## src/rtl/pci_tgt_pkg.sv

```systemverilog
package pci_tgt_pkg;

    typedef enum logic [1:0] {
        SP_NONE = 2'd0,
        SP_CFG  = 2'd1,
        SP_IO   = 2'd2,
        SP_MEM  = 2'd3
    } space_e;

    typedef enum logic [2:0] {
        ST_IDLE   = 3'd0,
        ST_DECIDE = 3'd1,
        ST_XFER   = 3'd2,
        ST_HOLD   = 3'd3,
        ST_IGNORE = 3'd4
    } tstate_e;

    typedef struct packed {
        tstate_e st;
        space_e  sp;
        logic    devsel;
        logic    trdy;
        logic    stop;
    } tgt_regs_t;

    localparam tgt_regs_t TGT_RESET = '{st: ST_IDLE, sp: SP_NONE,
                                        devsel: 1'b0, trdy: 1'b0, stop: 1'b0};

endpackage

```

## src/rtl/pci_tgt_decode.sv

```systemverilog
module pci_tgt_decode
    import pci_tgt_pkg::*;
#(
    parameter int CMD_W = 4
) (
    input  logic [CMD_W-1:0] cmd,
    input  logic             addr_hit,
    input  logic             io_en,
    input  logic             mem_en,
    output space_e           space,
    output logic             claim
);

    always_comb begin
        unique case (cmd)
            CMD_W'(4'b1010), CMD_W'(4'b1011):                    space = SP_CFG;
            CMD_W'(4'b0010), CMD_W'(4'b0011):                    space = SP_IO;
            CMD_W'(4'b0110), CMD_W'(4'b0111), CMD_W'(4'b1100),
            CMD_W'(4'b1110), CMD_W'(4'b1111):                    space = SP_MEM;
            default:                                             space = SP_NONE;
        endcase
    end

    always_comb begin
        unique case (space)
            SP_CFG:  claim = addr_hit;
            SP_IO:   claim = addr_hit && io_en;
            SP_MEM:  claim = addr_hit && mem_en;
            default: claim = 1'b0;
        endcase
    end

    // a claim always needs a hit and a known space
    always_comb begin
        a_r2_claim_needs_hit: assert (!(claim && !addr_hit));
        a_r2_claim_needs_space: assert (!(claim && space == SP_NONE));
    end

endmodule

```

## src/rtl/pci_tgt_busy.sv

```systemverilog
module pci_tgt_busy #(
    parameter int SRST_CLKS = 33
) (
    input  logic clk,
    input  logic rst_n,
    input  logic preload_req,
    input  logic preload_done,
    input  logic rst_reg_rd,
    output logic preload_busy,
    output logic srst_busy
);

    localparam int CNT_W = $clog2(SRST_CLKS + 1);

    typedef struct packed {
        logic             preload;
        logic [CNT_W-1:0] cnt;
    } busy_regs_t;

    busy_regs_t b_d, b_q;

    always_comb begin
        b_d = b_q;
        if (preload_req)
            b_d.preload = 1'b1;
        else if (preload_done)
            b_d.preload = 1'b0;

        if (rst_reg_rd)
            b_d.cnt = CNT_W'(SRST_CLKS);
        else if (b_q.cnt != '0)
            b_d.cnt = b_q.cnt - 1'b1;
    end

    always_ff @(posedge clk or negedge rst_n) begin
        if (!rst_n)
            b_q <= '{preload: 1'b1, cnt: '0};
        else
            b_q <= b_d;
    end

    assign preload_busy = b_q.preload;
    assign srst_busy    = (b_q.cnt != '0);

    a_r5_req_sets: assert property (@(posedge clk) disable iff (!rst_n)
        preload_req |=> preload_busy);
    a_r5_done_clears: assert property (@(posedge clk) disable iff (!rst_n)
        (preload_done && !preload_req) |=> !preload_busy);
    a_r7_window_opens: assert property (@(posedge clk) disable iff (!rst_n)
        rst_reg_rd |=> srst_busy);

endmodule

```

## src/rtl/pci_tgt_fsm.sv

```systemverilog
module pci_tgt_fsm
    import pci_tgt_pkg::*;
(
    input  logic   clk,
    input  logic   rst_n,
    input  logic   frame,
    input  logic   irdy,
    input  space_e space,
    input  logic   claim,
    input  logic   preload_busy,
    input  logic   srst_busy,
    output logic   devsel,
    output logic   trdy,
    output logic   stop
);

    tgt_regs_t r_d, r_q;
    logic      retry;
    logic      bus_idle;

    always_comb begin
        r_d      = r_q;
        retry    = preload_busy || (srst_busy && r_q.sp != SP_CFG);
        bus_idle = !frame && !irdy;
        unique case (r_q.st)
            ST_IDLE: begin
                if (frame) begin
                    r_d.sp = space;
                    r_d.st = claim ? ST_DECIDE : ST_IGNORE;
                end
            end
            ST_DECIDE: begin
                r_d.devsel = 1'b1;
                if (retry) begin
                    r_d.trdy = 1'b0;
                    r_d.stop = 1'b1;
                    r_d.st   = ST_HOLD;
                end else begin
                    r_d.trdy = 1'b1;
                    r_d.stop = frame && irdy;
                    r_d.st   = ST_XFER;
                end
            end
            ST_XFER: begin
                if (bus_idle) begin
                    r_d = TGT_RESET;
                end else if (irdy) begin
                    r_d.trdy = 1'b0;
                    if (frame)
                        r_d.stop = 1'b1;
                    r_d.st = ST_HOLD;
                end
            end
            ST_HOLD: begin
                if (bus_idle)
                    r_d = TGT_RESET;
            end
            ST_IGNORE: begin
                if (bus_idle)
                    r_d = TGT_RESET;
            end
            default: r_d = TGT_RESET;
        endcase
    end

    always_ff @(posedge clk or negedge rst_n) begin
        if (!rst_n)
            r_q <= TGT_RESET;
        else
            r_q <= r_d;
    end

    assign devsel = r_q.devsel;
    assign trdy   = r_q.trdy;
    assign stop   = r_q.stop;

    a_r3_no_early_claim: assert property (@(posedge clk) disable iff (!rst_n)
        (r_q.st == ST_IDLE && frame) |=> (!devsel && !trdy && !stop));
    a_r3_medium_devsel: assert property (@(posedge clk) disable iff (!rst_n)
        (r_q.st == ST_DECIDE) |=> (devsel && (trdy || stop)));
    a_r2_ignore_silent: assert property (@(posedge clk) disable iff (!rst_n)
        (r_q.st == ST_IDLE && frame && !claim) |=> (!devsel && !trdy && !stop));
    a_r4_preload_retry: assert property (@(posedge clk) disable iff (!rst_n)
        (r_q.st == ST_DECIDE && preload_busy) |=> (stop && !trdy));
    a_r7_srst_retry: assert property (@(posedge clk) disable iff (!rst_n)
        (r_q.st == ST_DECIDE && srst_busy && r_q.sp == SP_IO) |=> (stop && !trdy));
    a_r6_stop_held: assert property (@(posedge clk) disable iff (!rst_n)
        (stop && (frame || irdy)) |=> stop);
    a_r8_burst_cut: assert property (@(posedge clk) disable iff (!rst_n)
        (r_q.st == ST_DECIDE && !retry && frame && irdy) |=> (trdy && stop));
    a_r9_stop_after_burst_xfer: assert property (@(posedge clk) disable iff (!rst_n)
        (trdy && irdy && frame) |=> stop);
    a_r10_trdy_waits: assert property (@(posedge clk) disable iff (!rst_n)
        (trdy && !irdy && frame) |=> trdy);
    a_r10_one_phase: assert property (@(posedge clk) disable iff (!rst_n)
        (trdy && irdy) |=> !trdy);
    a_r11_release: assert property (@(posedge clk) disable iff (!rst_n)
        (devsel && !frame && !irdy) |=> (!devsel && !trdy && !stop));

endmodule

```

## src/rtl/pci_tgt_term.sv

```systemverilog
module pci_tgt_term
    import pci_tgt_pkg::*;
#(
    parameter int SRST_CLKS = 33,
    parameter int CMD_W     = 4
) (
    input  logic             clk,
    input  logic             rst_n,
    input  logic             frame,
    input  logic             irdy,
    input  logic [CMD_W-1:0] cmd,
    input  logic             addr_hit,
    input  logic             io_en,
    input  logic             mem_en,
    input  logic             preload_req,
    input  logic             preload_done,
    input  logic             rst_reg_rd,
    output logic             devsel,
    output logic             trdy,
    output logic             stop
);

    space_e space;
    logic   claim;
    logic   preload_busy;
    logic   srst_busy;

    pci_tgt_decode #(.CMD_W(CMD_W)) i_decode (
        .cmd      (cmd),
        .addr_hit (addr_hit),
        .io_en    (io_en),
        .mem_en   (mem_en),
        .space    (space),
        .claim    (claim)
    );

    pci_tgt_busy #(.SRST_CLKS(SRST_CLKS)) i_busy (
        .clk          (clk),
        .rst_n        (rst_n),
        .preload_req  (preload_req),
        .preload_done (preload_done),
        .rst_reg_rd   (rst_reg_rd),
        .preload_busy (preload_busy),
        .srst_busy    (srst_busy)
    );

    pci_tgt_fsm i_fsm (
        .clk          (clk),
        .rst_n        (rst_n),
        .frame        (frame),
        .irdy         (irdy),
        .space        (space),
        .claim        (claim),
        .preload_busy (preload_busy),
        .srst_busy    (srst_busy),
        .devsel       (devsel),
        .trdy         (trdy),
        .stop         (stop)
    );

    a_r1_trdy_has_devsel: assert property (@(posedge clk) disable iff (!rst_n)
        (trdy || stop) |-> devsel);

endmodule

```

## config.mk

```make
export PLATFORM = sky130hd
export DESIGN_NAME = pci_tgt_term
export DESIGN_NICKNAME = d
export VERILOG_FILES = /design/src/rtl/pci_tgt_pkg.sv /design/src/rtl/pci_tgt_decode.sv /design/src/rtl/pci_tgt_busy.sv /design/src/rtl/pci_tgt_fsm.sv /design/src/rtl/pci_tgt_term.sv
export SDC_FILE = /design/constraint.sdc
export NUM_CORES = 1
export LEC_CHECK = 0
export BUFFER_PORTS_ARGS = -buffer_cell sky130_fd_sc_hd__clkbuf_2
export CELL_PAD_IN_SITES_DETAIL_PLACEMENT = 0
export CELL_PAD_IN_SITES_GLOBAL_PLACEMENT = 1
export CORE_MARGIN = 4
export CORE_UTILIZATION = 42
export CTS_CLUSTER_SIZE = 8
export DETAILED_ROUTE_END_ITERATION = 10
export GPL_TIMING_DRIVEN = 0
export PLACE_DENSITY = 0.91
export SETUP_SLACK_MARGIN = 0.3
export SYNTH_ARGS = -nofsm -noshare
export SYNTH_HDL_FRONTEND = slang
export SYNTH_SLANG_ARGS = --single-unit
export TNS_END_PERCENT = 100
```

## constraint.sdc

```tcl
create_clock -name clk -period 3.37 [get_ports clk]
set_input_delay 0.1685 -clock clk [delete_from_list [all_inputs] [get_ports clk]]
set_output_delay 0.1685 -clock clk [all_outputs]
set_load 0.005 [all_outputs]
```

==> Word-level counts from Yosys, hierarchy flattened <==
Memory sizes are Yosys's and may differ from the RTL's.
Cells that the tools add are included.
{ "totals": {"output_inout_bits": 3, "reg_bits": 15, "n_memories": 1, "word_cells": 61, "inputBits": 14, "romBits": 32} }
{ "mem_list": {"columns": ["memory", "depth", "width", "rd", "rd_ports_with_merged_regs", "wr", "line_no", "rtl"], "rows": [
  ["(no name shown)", 16, 2, 1, 0, 0, "pci_tgt_decode.sv:15", "unique case (cmd)"]
]} }
{ "op_classes": {"n_reduce_logical": 18, "muxes": 19, "n_addsub": 1, "eq_ne": 13, "n_bitwise": 2} }
{ "op_table": {"columns": ["operator", "count"], "rows": [
  ["$pmux W3 S4", 2],
  ["$mux W3", 4],
  ["$mux W6", 2],
  ["$reduce_and A3 Y1", 3],
  ["$mux W8", 1],
  ["$pmux W2 S4", 1],
  ["$reduce_and A4 Y1", 2],
  ["$eq A3 B2 Y1 const B", 2],
  ["$mux W2", 3],
  ["$ne A2 B1 Y1 const B", 3],
  ["$ne A3 B2 Y1 const B", 2],
  ["$reduce_bool A6 Y1", 1],
  ["$sub A6 B1 Y6 const B", 1],
  ["$logic_and A1 B1 Y1", 5],
  ["$mux W5", 1],
  ["$eq A2 B2 Y1 const B", 2],
  ["$mux W1", 4],
  ["$reduce_bool A2 Y1", 2],
  ["$eq A3 B1 Y1 const B", 1],
  ["$eq A3 B3 Y1 const B", 1],
  ["$logic_not A3 Y1", 1],
  ["$pmux W1 S3", 1],
  ["$eq A2 B1 Y1 const B", 1],
  ["$logic_not A1 Y1", 2],
  ["other kinds (4)", 5]
]} }

==> Logic depth before layout (Yosys ltp) <==
Gate-level depths: netlist (run 1).
An unclocked memory read counts as a cell.
{ "logic_depth": {"depth_word": 6, "ltp_mapped": 5, "depth_no_buf": 5} }

==> Hierarchy <==
A second synthesis (run 1) with hierarchy kept.
{ "hier_totals": {"cells_unflattened": 99, "hier_area_um2": 957.2} }
{ "by_module_without_submodules": {"columns": ["module", "instances", "cells_each", "area_per_inst_um2", "seq_area_each_um2"], "rows": [
  ["pci_tgt_fsm", 1, 53, 496.7, 200.2],
  ["pci_tgt_busy", 1, 35, 372.9, 176.4],
  ["pci_tgt_decode", 1, 11, 87.6, 0.0]
]} }

==> Worst setup path before layout (run 1) <==
Ideal clock, no wire load.
{ "synth_timing": {"path_kind": "flip-flop to flip-flop", "from": "register i_busy.b_q[0] in the netlist's numbering", "to": "register i_busy.b_q[3] in the netlist's numbering", "period_less_slack_ns": 1.372, "t_arrival_ns": 1.295, "setup_slack_ns": 1.998, "setup_time_ns": 0.077, "required_ns": 3.293, "stages_incl_launch_ff": 6, "path_buffers": 0, "cell_sequence": "dfrtp_1 > inv_1 > ha_1 > nand3_1 > or3b_1 > a21oi_1"} }
{ "synth_between": {"elab_chain_cells": 3, "word_cells_on_any_way": 5, "cone_classes": "add/sub: 1; mux: 2; reduce/logical: 2"} }
{ "synth_rtl": {"columns": ["element", "line_no", "rtl"], "rows": [
  ["start, declared", "pci_tgt_busy.sv:20", "busy_regs_t b_d, b_q;"],
  ["start signal, assigned", "pci_tgt_busy.sv:37", "b_q <= '{preload: 1'b1, cnt: '0};"],
  ["$sub A6 B1 Y6", "pci_tgt_busy.sv:32", "b_d.cnt = b_q.cnt - 1'b1;"],
  ["$mux W6", "pci_tgt_busy.sv:31", "else if (b_q.cnt != '0)"],
  ["$mux W6", "pci_tgt_busy.sv:29", "if (rst_reg_rd)"]
]} }
Parallel ways exist; a longest one is shown, timed or not. The select of a mux whose other input is x is not followed.
A chain may end at the register's enable or synchronous reset.

==> Worst setup path in the final report (run 1) <==
Ends and elaborated chain as after synthesis.

==> impl_metrics.toml, run 1 <==
[status]
outcome = "completed"

[place]
place_worst_setup_slack_ps = 1850
hpwl_um = 1410
placed_cell_area_um2 = 981
io_buffers = 16
dpl.cell_count = 139
place_congestion = 0.769

[hold_path]
min_path_type = "in2reg"
hold_end = "i_busy.preload_busy"
hp-start = "preload_req"
holdPathStages = 2

[cts]
cts_max_level = 1
path_clk_slew_ps = 90
cts_max_path_buffers = 2
cts_root_buf = "clkbuf_4"
cts_buffers = 3
cts_tree = "yes"
clock-sinks = 15
clock_latency_ps = 270
post_cts_buffers = 0

[detailed_routing]
ant_nets = 0
viasPerCell = 5.21
vias = 750
wl_per_cell_um = 12.5
drt_first_pass_iters = 4
drt-total-wl_um = 1800
drtIter0Drc = 17
drcViolationCount = 0

[grt]
grt_first_pass_wirelength_um = 3010
grt_pass1_vias = 736
antenna_found_initial = 0
grt-ovfl-total = 0
grt_max_degree = 16
grt_usage_pct = 14.5

[critical_path]
critPathRequiredTime_ps = 3570
cp_slowest_cell = "dfrtp_1"
worstSetupPathType = "reg2reg"
critPathArrivalTime_ps = 1730
r2r-end = "i_busy.b_q[3]"
timing.rr.start = "i_busy.b_q[0]"
critical_path_buf_inv_count = 1
slowest_delay_ps = 410
rrSetupSlack_ps = 1840
cp_top_family = "simple AND/OR/NAND/NOR gates"
cp-end-kind = "flip-flop"
start_kind = "flip-flop"
path_max_fanout = 6
cp_cell_sequence = "inv_1 -> ha_1 -> nand3_1 -> or3b_1 -> a21oi_1"
rr_worst_depth = 5
cp.depth = 5

[floorplanning]
pin_count = 17
start_util_pct = 44.2
fp.dieW_um = 53.4
num_rows = 16
dieArea_mm2 = 0.00286
die_h_um = 53.4
core_area_mm2 = 0.00196

[cells_and_area]
fin_util_pct = 51.8
antenna_cells = 0
final-seq-area_um2 = 377
drive_gt1_share_pct = 21.4
final_area_mm2 = 0.00102
multi_input_area_um2 = 447
fin_cells = 144
fillers = 213
syn_to_final_growth_pct = 17.3
nets = 134

[synth]
synth_sequential_area_ratio_pct = 43.4
syn_nets = 112
synth_flop_cell = "dfrtp_1"
synth-compound-area-share_pct = 25.3
synth_top_family_by_area = "compound AO/OA/AOI/OAI gates"
avgSynthCellArea_um2 = 9.03
syn-cell-area_um2 = 867
ys_top_cells_by_count = "dfrtp_1, o21ai_0, inv_1, nor2_1, a21oi_1"
synth_area_leaders = "dfrtp_1, o21ai_0, a21oi_1"
synth_edf_count = 0
ys_async_sr_fraction_pct = 100
yosysMostFrequentCell = "dfrtp_1"
yosys.area_share.adder_pct = 2.89
yosysWarnings = 0
synth_top_area_cell = "dfrtp_1"
synth_seq_cells = 15
yosys.area_share.simple_pct = 18.9
yosys.area.top_type_share_pct = 40.4
synth.distinct_cells = 34
synthMuxAreaShare_pct = 2.45
syn_inst = 96
synth_xor_area_share_pct = 2.02

[sta]
grt_setup_unrepaired = "no"
maxSlewViolCount = 0
fin_crit_sh_pct = 45.3
min_period_ps = 1530
finalHoldViolCount = 0
worstMarginPinSlew_ps = 382
slew_headroom_pct = 74.5
setup_viol = 0
max_freq_ghz = 0.655
fin_skew_ps = 4.87
setup_ws_ps = 1840
final.setup.tns_ps = 0

[flow_run]
cap_violations = 0

[pwr]
peakVddDrop_mv = 0.216
power_density_mw_per_mm2 = 436
p_leak_nw = 0.473
## worst max-delay path by stage
stage,to,slack [ps],startpoint
final,i_busy.b_q[3],1840,i_busy.b_q[0]
after global routing,i_fsm.r_q[3],1750,i_fsm.r_q[5]
after CTS,i_busy.b_q[3],1820,i_busy.b_q[0]
after detailed placement,i_busy.b_q[3],1850,i_busy.b_q[0]
after global placement,i_busy.b_q[3],1880,i_busy.b_q[0]
after floorplan,i_busy.b_q[3],2000,i_busy.b_q[0]
## flip-flops by register name (all words and copies together), names as in the netlist
| name | cells |
|---|---|
| i_fsm.devsel | 1 |
| i_fsm.r_q | 5 |
| i_fsm.stop | 1 |
| i_busy.preload_busy | 1 |
| i_fsm.trdy | 1 |
| i_busy.b_q | 6 |
## worst reg2reg max path: stages, from the launching register on
cell,delay (ps)
dfrtp_1,410
inv_1,80
ha_1,230
nand3_1,220
or3b_1,370
a21oi_1,150
## metrics by stage
step | power [mW] | hold WS [ps]
6_report | 0.443 | 77.3
4_1_cts | 0.451 | 71.9
3_5_place_dp | 0.347 | 105
3_3_place_gp | 0.342 | 104
5_1_grt | 0.477 | 84.6
2_1_floorplan | 0.307 | -127
## cells by family (layout without fill, tap and decap cells)
group | Yosys count | in the layout
AOI/OAI and AO/OA | 33 | 33
and+or+nand+nor | 31 | 31
DFF | 15 | 15
buffers and inverters | 11 | 32
adders and majority gates | 2 | 2
xor gates and xnor gates | 2 | 2
muxes | 2 | 2
## placed cells by master, fill, tap and decap left out, drive strengths merged, types with 2 or more instances in the layout
cell / Yosys / routed
o2111ai: 2 / 2
a21o: 2 / 2
ha: 2 / 2
buf: 2 / 2
a311o: 2 / 2
clkbuf: 1 / 21
nor2: 8 / 8
dfrtp: 14 / 14
nor2b: 5 / 5
nand2: 5 / 5
or3: 3 / 3
a21oi: 7 / 7
nor3: 2 / 2
a211oi: 2 / 2
o21ai: 10 / 10
a21boi: 2 / 2
nand3: 3 / 3
inv: 8 / 8
nand2b: 2 / 2
## layout make-up
class | count | share of cell area, %
tap | 27 | 3.32
timing repair buffer | 17 | 8.86
sequential | 15 | 37.0
buffer | 3 | 1.35
clock buffer | 4 | 2.58
multi-input combinational | 70 | 43.9
inverter | 8 | 2.95
## metal layers
| metal | track usage [%] | routed length [um] | vias up |
|---|---|---|---|
| li1 | - | - | 387 |
| met1 | 16.8 | 841 | 356 |
| met5 | 0 | 0 | - |
| met2 | 25.5 | 908 | 5 |
| met4 | 6.38 | 13 | 0 |
| met3 | 2.54 | 35 | 2 |
## report_power, final
part	internal, mW	total (mW)	leakage, nW	switching [mW]
registers	0.206	0.225	0.190	0.0190
clock network	0.0458	0.0995	0.0150	0.0536
logic	0.0561	0.119	0.268	0.0629
## timing repair
action | 4_1_cts | 5_1_grt
hold buffers | 1 | 0
resized for setup | 0 | 0
endpoints found under the hold margin | 14 | 0
No activity file was read; power rests on OpenSTA's default activity.
==> run 2: changes to the inputs <==
--- a/config.mk
+++ b/config.mk
@@ -5,15 +5,16 @@
 export SDC_FILE = /design/constraint.sdc
 export NUM_CORES = 1
 export LEC_CHECK = 0
+export ABC_AREA = 1
 export BUFFER_PORTS_ARGS = -buffer_cell sky130_fd_sc_hd__clkbuf_2
 export CELL_PAD_IN_SITES_DETAIL_PLACEMENT = 0
 export CELL_PAD_IN_SITES_GLOBAL_PLACEMENT = 1
 export CORE_MARGIN = 4
-export CORE_UTILIZATION = 42
+export CORE_UTILIZATION = 35
 export CTS_CLUSTER_SIZE = 8
 export DETAILED_ROUTE_END_ITERATION = 10
 export GPL_TIMING_DRIVEN = 0
-export PLACE_DENSITY = 0.91
+export PLACE_DENSITY = 0.84
 export SETUP_SLACK_MARGIN = 0.3
 export SYNTH_ARGS = -nofsm -noshare
 export SYNTH_HDL_FRONTEND = slang
==> constraint.sdc (replaced) <==
create_clock -name clk -period 1.35 [get_ports clk]
set_input_delay 0.0675 -clock clk [delete_from_list [all_inputs] [get_ports clk]]
set_output_delay 0.0675 -clock clk [all_outputs]
set_load 0.005 [all_outputs]
==> impl_metrics.toml, run 2 <==
[synth]
synth_edf_count = 0
yosys.area.top_type_share_pct = 40.6
yosysMostFrequentCell = "nand2_1"
syn_nets = 123
avgSynthCellArea_um2 = 8.06
synth.distinct_cells = 25
syn-cell-area_um2 = 862
yosysWarnings = 0
syn_inst = 107
ys_async_sr_fraction_pct = 100
synth_area_leaders = "dfrtp_1, nand2_1, inv_1"
synth_seq_cells = 15
synth_flop_cell = "dfrtp_1"
synth_sequential_area_ratio_pct = 43.7
synth_top_area_cell = "dfrtp_1"
ys_top_cells_by_count = "nand2_1, inv_1, dfrtp_1"

[cts]
cts_root_buf = "clkbuf_4"
clock_latency_ps = 290
path_clk_slew_ps = 100
cts_max_path_buffers = 2
cts_buffers = 3
cts_max_level = 1
cts_tree = "yes"
clock-sinks = 15

[sta]
slew_headroom_pct = 73.6
setup_viol = 0
min_period_ps = 1280
final.setup.tns_ps = 0
maxSlewViolCount = 0
grt_setup_unrepaired = "yes"
finalHoldViolCount = 0
hold_slack_ps = 45.2
fin_skew_ps = 10.1
worstMarginPinSlew_ps = 396
max_freq_ghz = 0.781
setup_ws_ps = 69.8
fin_crit_sh_pct = 94.8

[cells_and_area]
layout_common_cells = "nand2_1, clkbuf_2, buf_4"
fin_util_pct = 58.4
fillers = 198
drive_gt1_share_pct = 50.0
antenna_cells = 0
layout_commonest_cell = "nand2_1"
fin_cells = 174
nets = 163
syn_to_final_growth_pct = 54.1
reg_top3 = "i_busy.b_q: 6 flops, i_fsm.r_q: 5 flops"
regMostFlops = "i_busy.b_q"
final_area_mm2 = 0.00133
largest_reg_flops = 6

[detailed_routing]
drcViolationCount = 0
vias = 834
drtIter0Drc = 17
viasPerCell = 4.79
wl_per_cell_um = 12.9
drt-total-wl_um = 2250
drt_first_pass_iters = 4
ant_nets = 0

[critical_path]
critPathRequiredTime_ps = 1540
cp-end-kind = "flip-flop"
critical_path_buf_inv_count = 1
cp_top_family = "flip-flops"
cp_slowest_cell = "dfrtp_1"
path_max_fanout = 3
slowest_delay_ps = 400
start_kind = "flip-flop"
cp_cell_sequence = "inv_2 -> ha_4 -> nand3_4 -> nand2_2 -> nand2_2 -> a21oi_2 -> nand2_1 -> nand2_1 -> nand2_1"
crit_top_cell = "nand2_1"
worstSetupPathType = "reg2reg"
critPathArrivalTime_ps = 1470

[flow_run]
cap_violations = 0

[place]
dpl.cell_count = 151
io_buffers = 16
place_worst_setup_slack_ps = -82.2
placed_cell_area_mm2 = 0.00100
place_congestion = 0.764
hpwl_um = 1350

[grt]
grt_first_pass_wirelength_um = 3670
grt-ovfl-total = 0
grt_usage_pct = 14.3
antenna_found_initial = 0
grt_max_degree = 16
grt_pass1_vias = 872

[floorplanning]
core_area_mm2 = 0.00228
fp.dieW_um = 57.6
die_h_um = 57.6
start_util_pct = 37.9
pin_count = 17
dieArea_mm2 = 0.00332
num_rows = 17

[hold_path]
min_path_type = "in2reg"

[pwr]
p_leak_nw = 0.656
peakVddDrop_mv = 0.785
power_density_mw_per_mm2 = 1650
fin_total_pwr_mw = 2.20

[status]
outcome = "completed"
==> run 2: changes by cell type after synthesis, sizes merged, moves of 3 or more <==
cell,change
a21oi,-4
o21bai,+3
nand3,+9
nand2,+19
or3,-3
nor2b,-5
inv,+10
==> run 2: final cells by class <==
class	instances	area (um2)	area share [%]
Sequential cell	15	378	28.4
Timing Repair Buffer	35	246	18.5
Inverter	18	75.1	5.65
Tap cell	28	35.0	2.64
Multi-Input combinational cell	74	568	42.7
Clock buffer	4	26.3	1.98
==> run 2: worst register-to-register path, cell delays in order (launching register included) <==
cell and delay [ps]:
dfrtp_1 400, inv_2 90, ha_4 150, nand3_4 90, nand2_2 80, nand2_2 70
a21oi_2 140, nand2_1 70, nand2_1 60, nand2_1 40
==> run 2: worst paths after layout <==
kind                       slack [ps]          start  cells after the start             endpoint
max in group asynchronous         810          rst_n                      2  i_busy.preload_busy
setup / recovery                   70  i_busy.b_q[0]                      9         i_fsm.r_q[5]
setup reg to reg                   70  i_busy.b_q[0]                      9         i_fsm.r_q[5]
hold / removal                     50          frame                      3           i_fsm.stop
hold reg to reg                   480   i_fsm.devsel                      2         i_fsm.devsel
min in group asynchronous         220          rst_n                      2           i_fsm.trdy
==> run 2: logic make-up after synthesis <==
family	count (synthesis)	synth area share [%]
AOI/OAI and AO/OA	21	14.4
xor gates and xnor gates	2	2.03
adders and majority gates	2	2.90
buffers and inverters	18	7.84
DFF	15	43.7
and+or+nand+nor	49	29.2
==> run 2: layer usage <==
| layer | vias up | GRT usage [%] | routed length, um |
|---|---|---|---|
| met5 | - | 0 | 0 |
| met4 | 0 | 6.95 | 40 |
| met3 | 4 | 2.23 | 81 |
| met2 | 17 | 25.6 | 1200 |
| met1 | 387 | 16.3 | 931 |
| li1 | 426 | - | - |
==> run 2: timing repair <==
item,in CTS,in global routing
pin swaps,12,2
resized for setup,30,6
endpoints found under the setup margin,14,14
buffers inserted,13,3
hold buffers,3,0
hold endpoints to repair,16,0
==> run 2: power by group <==
part           internal, mW  total (mW)  switching [mW]
clock                 0.115       0.269           0.154
sequential            0.570       0.666          0.0957
combinational         0.579        1.26           0.685
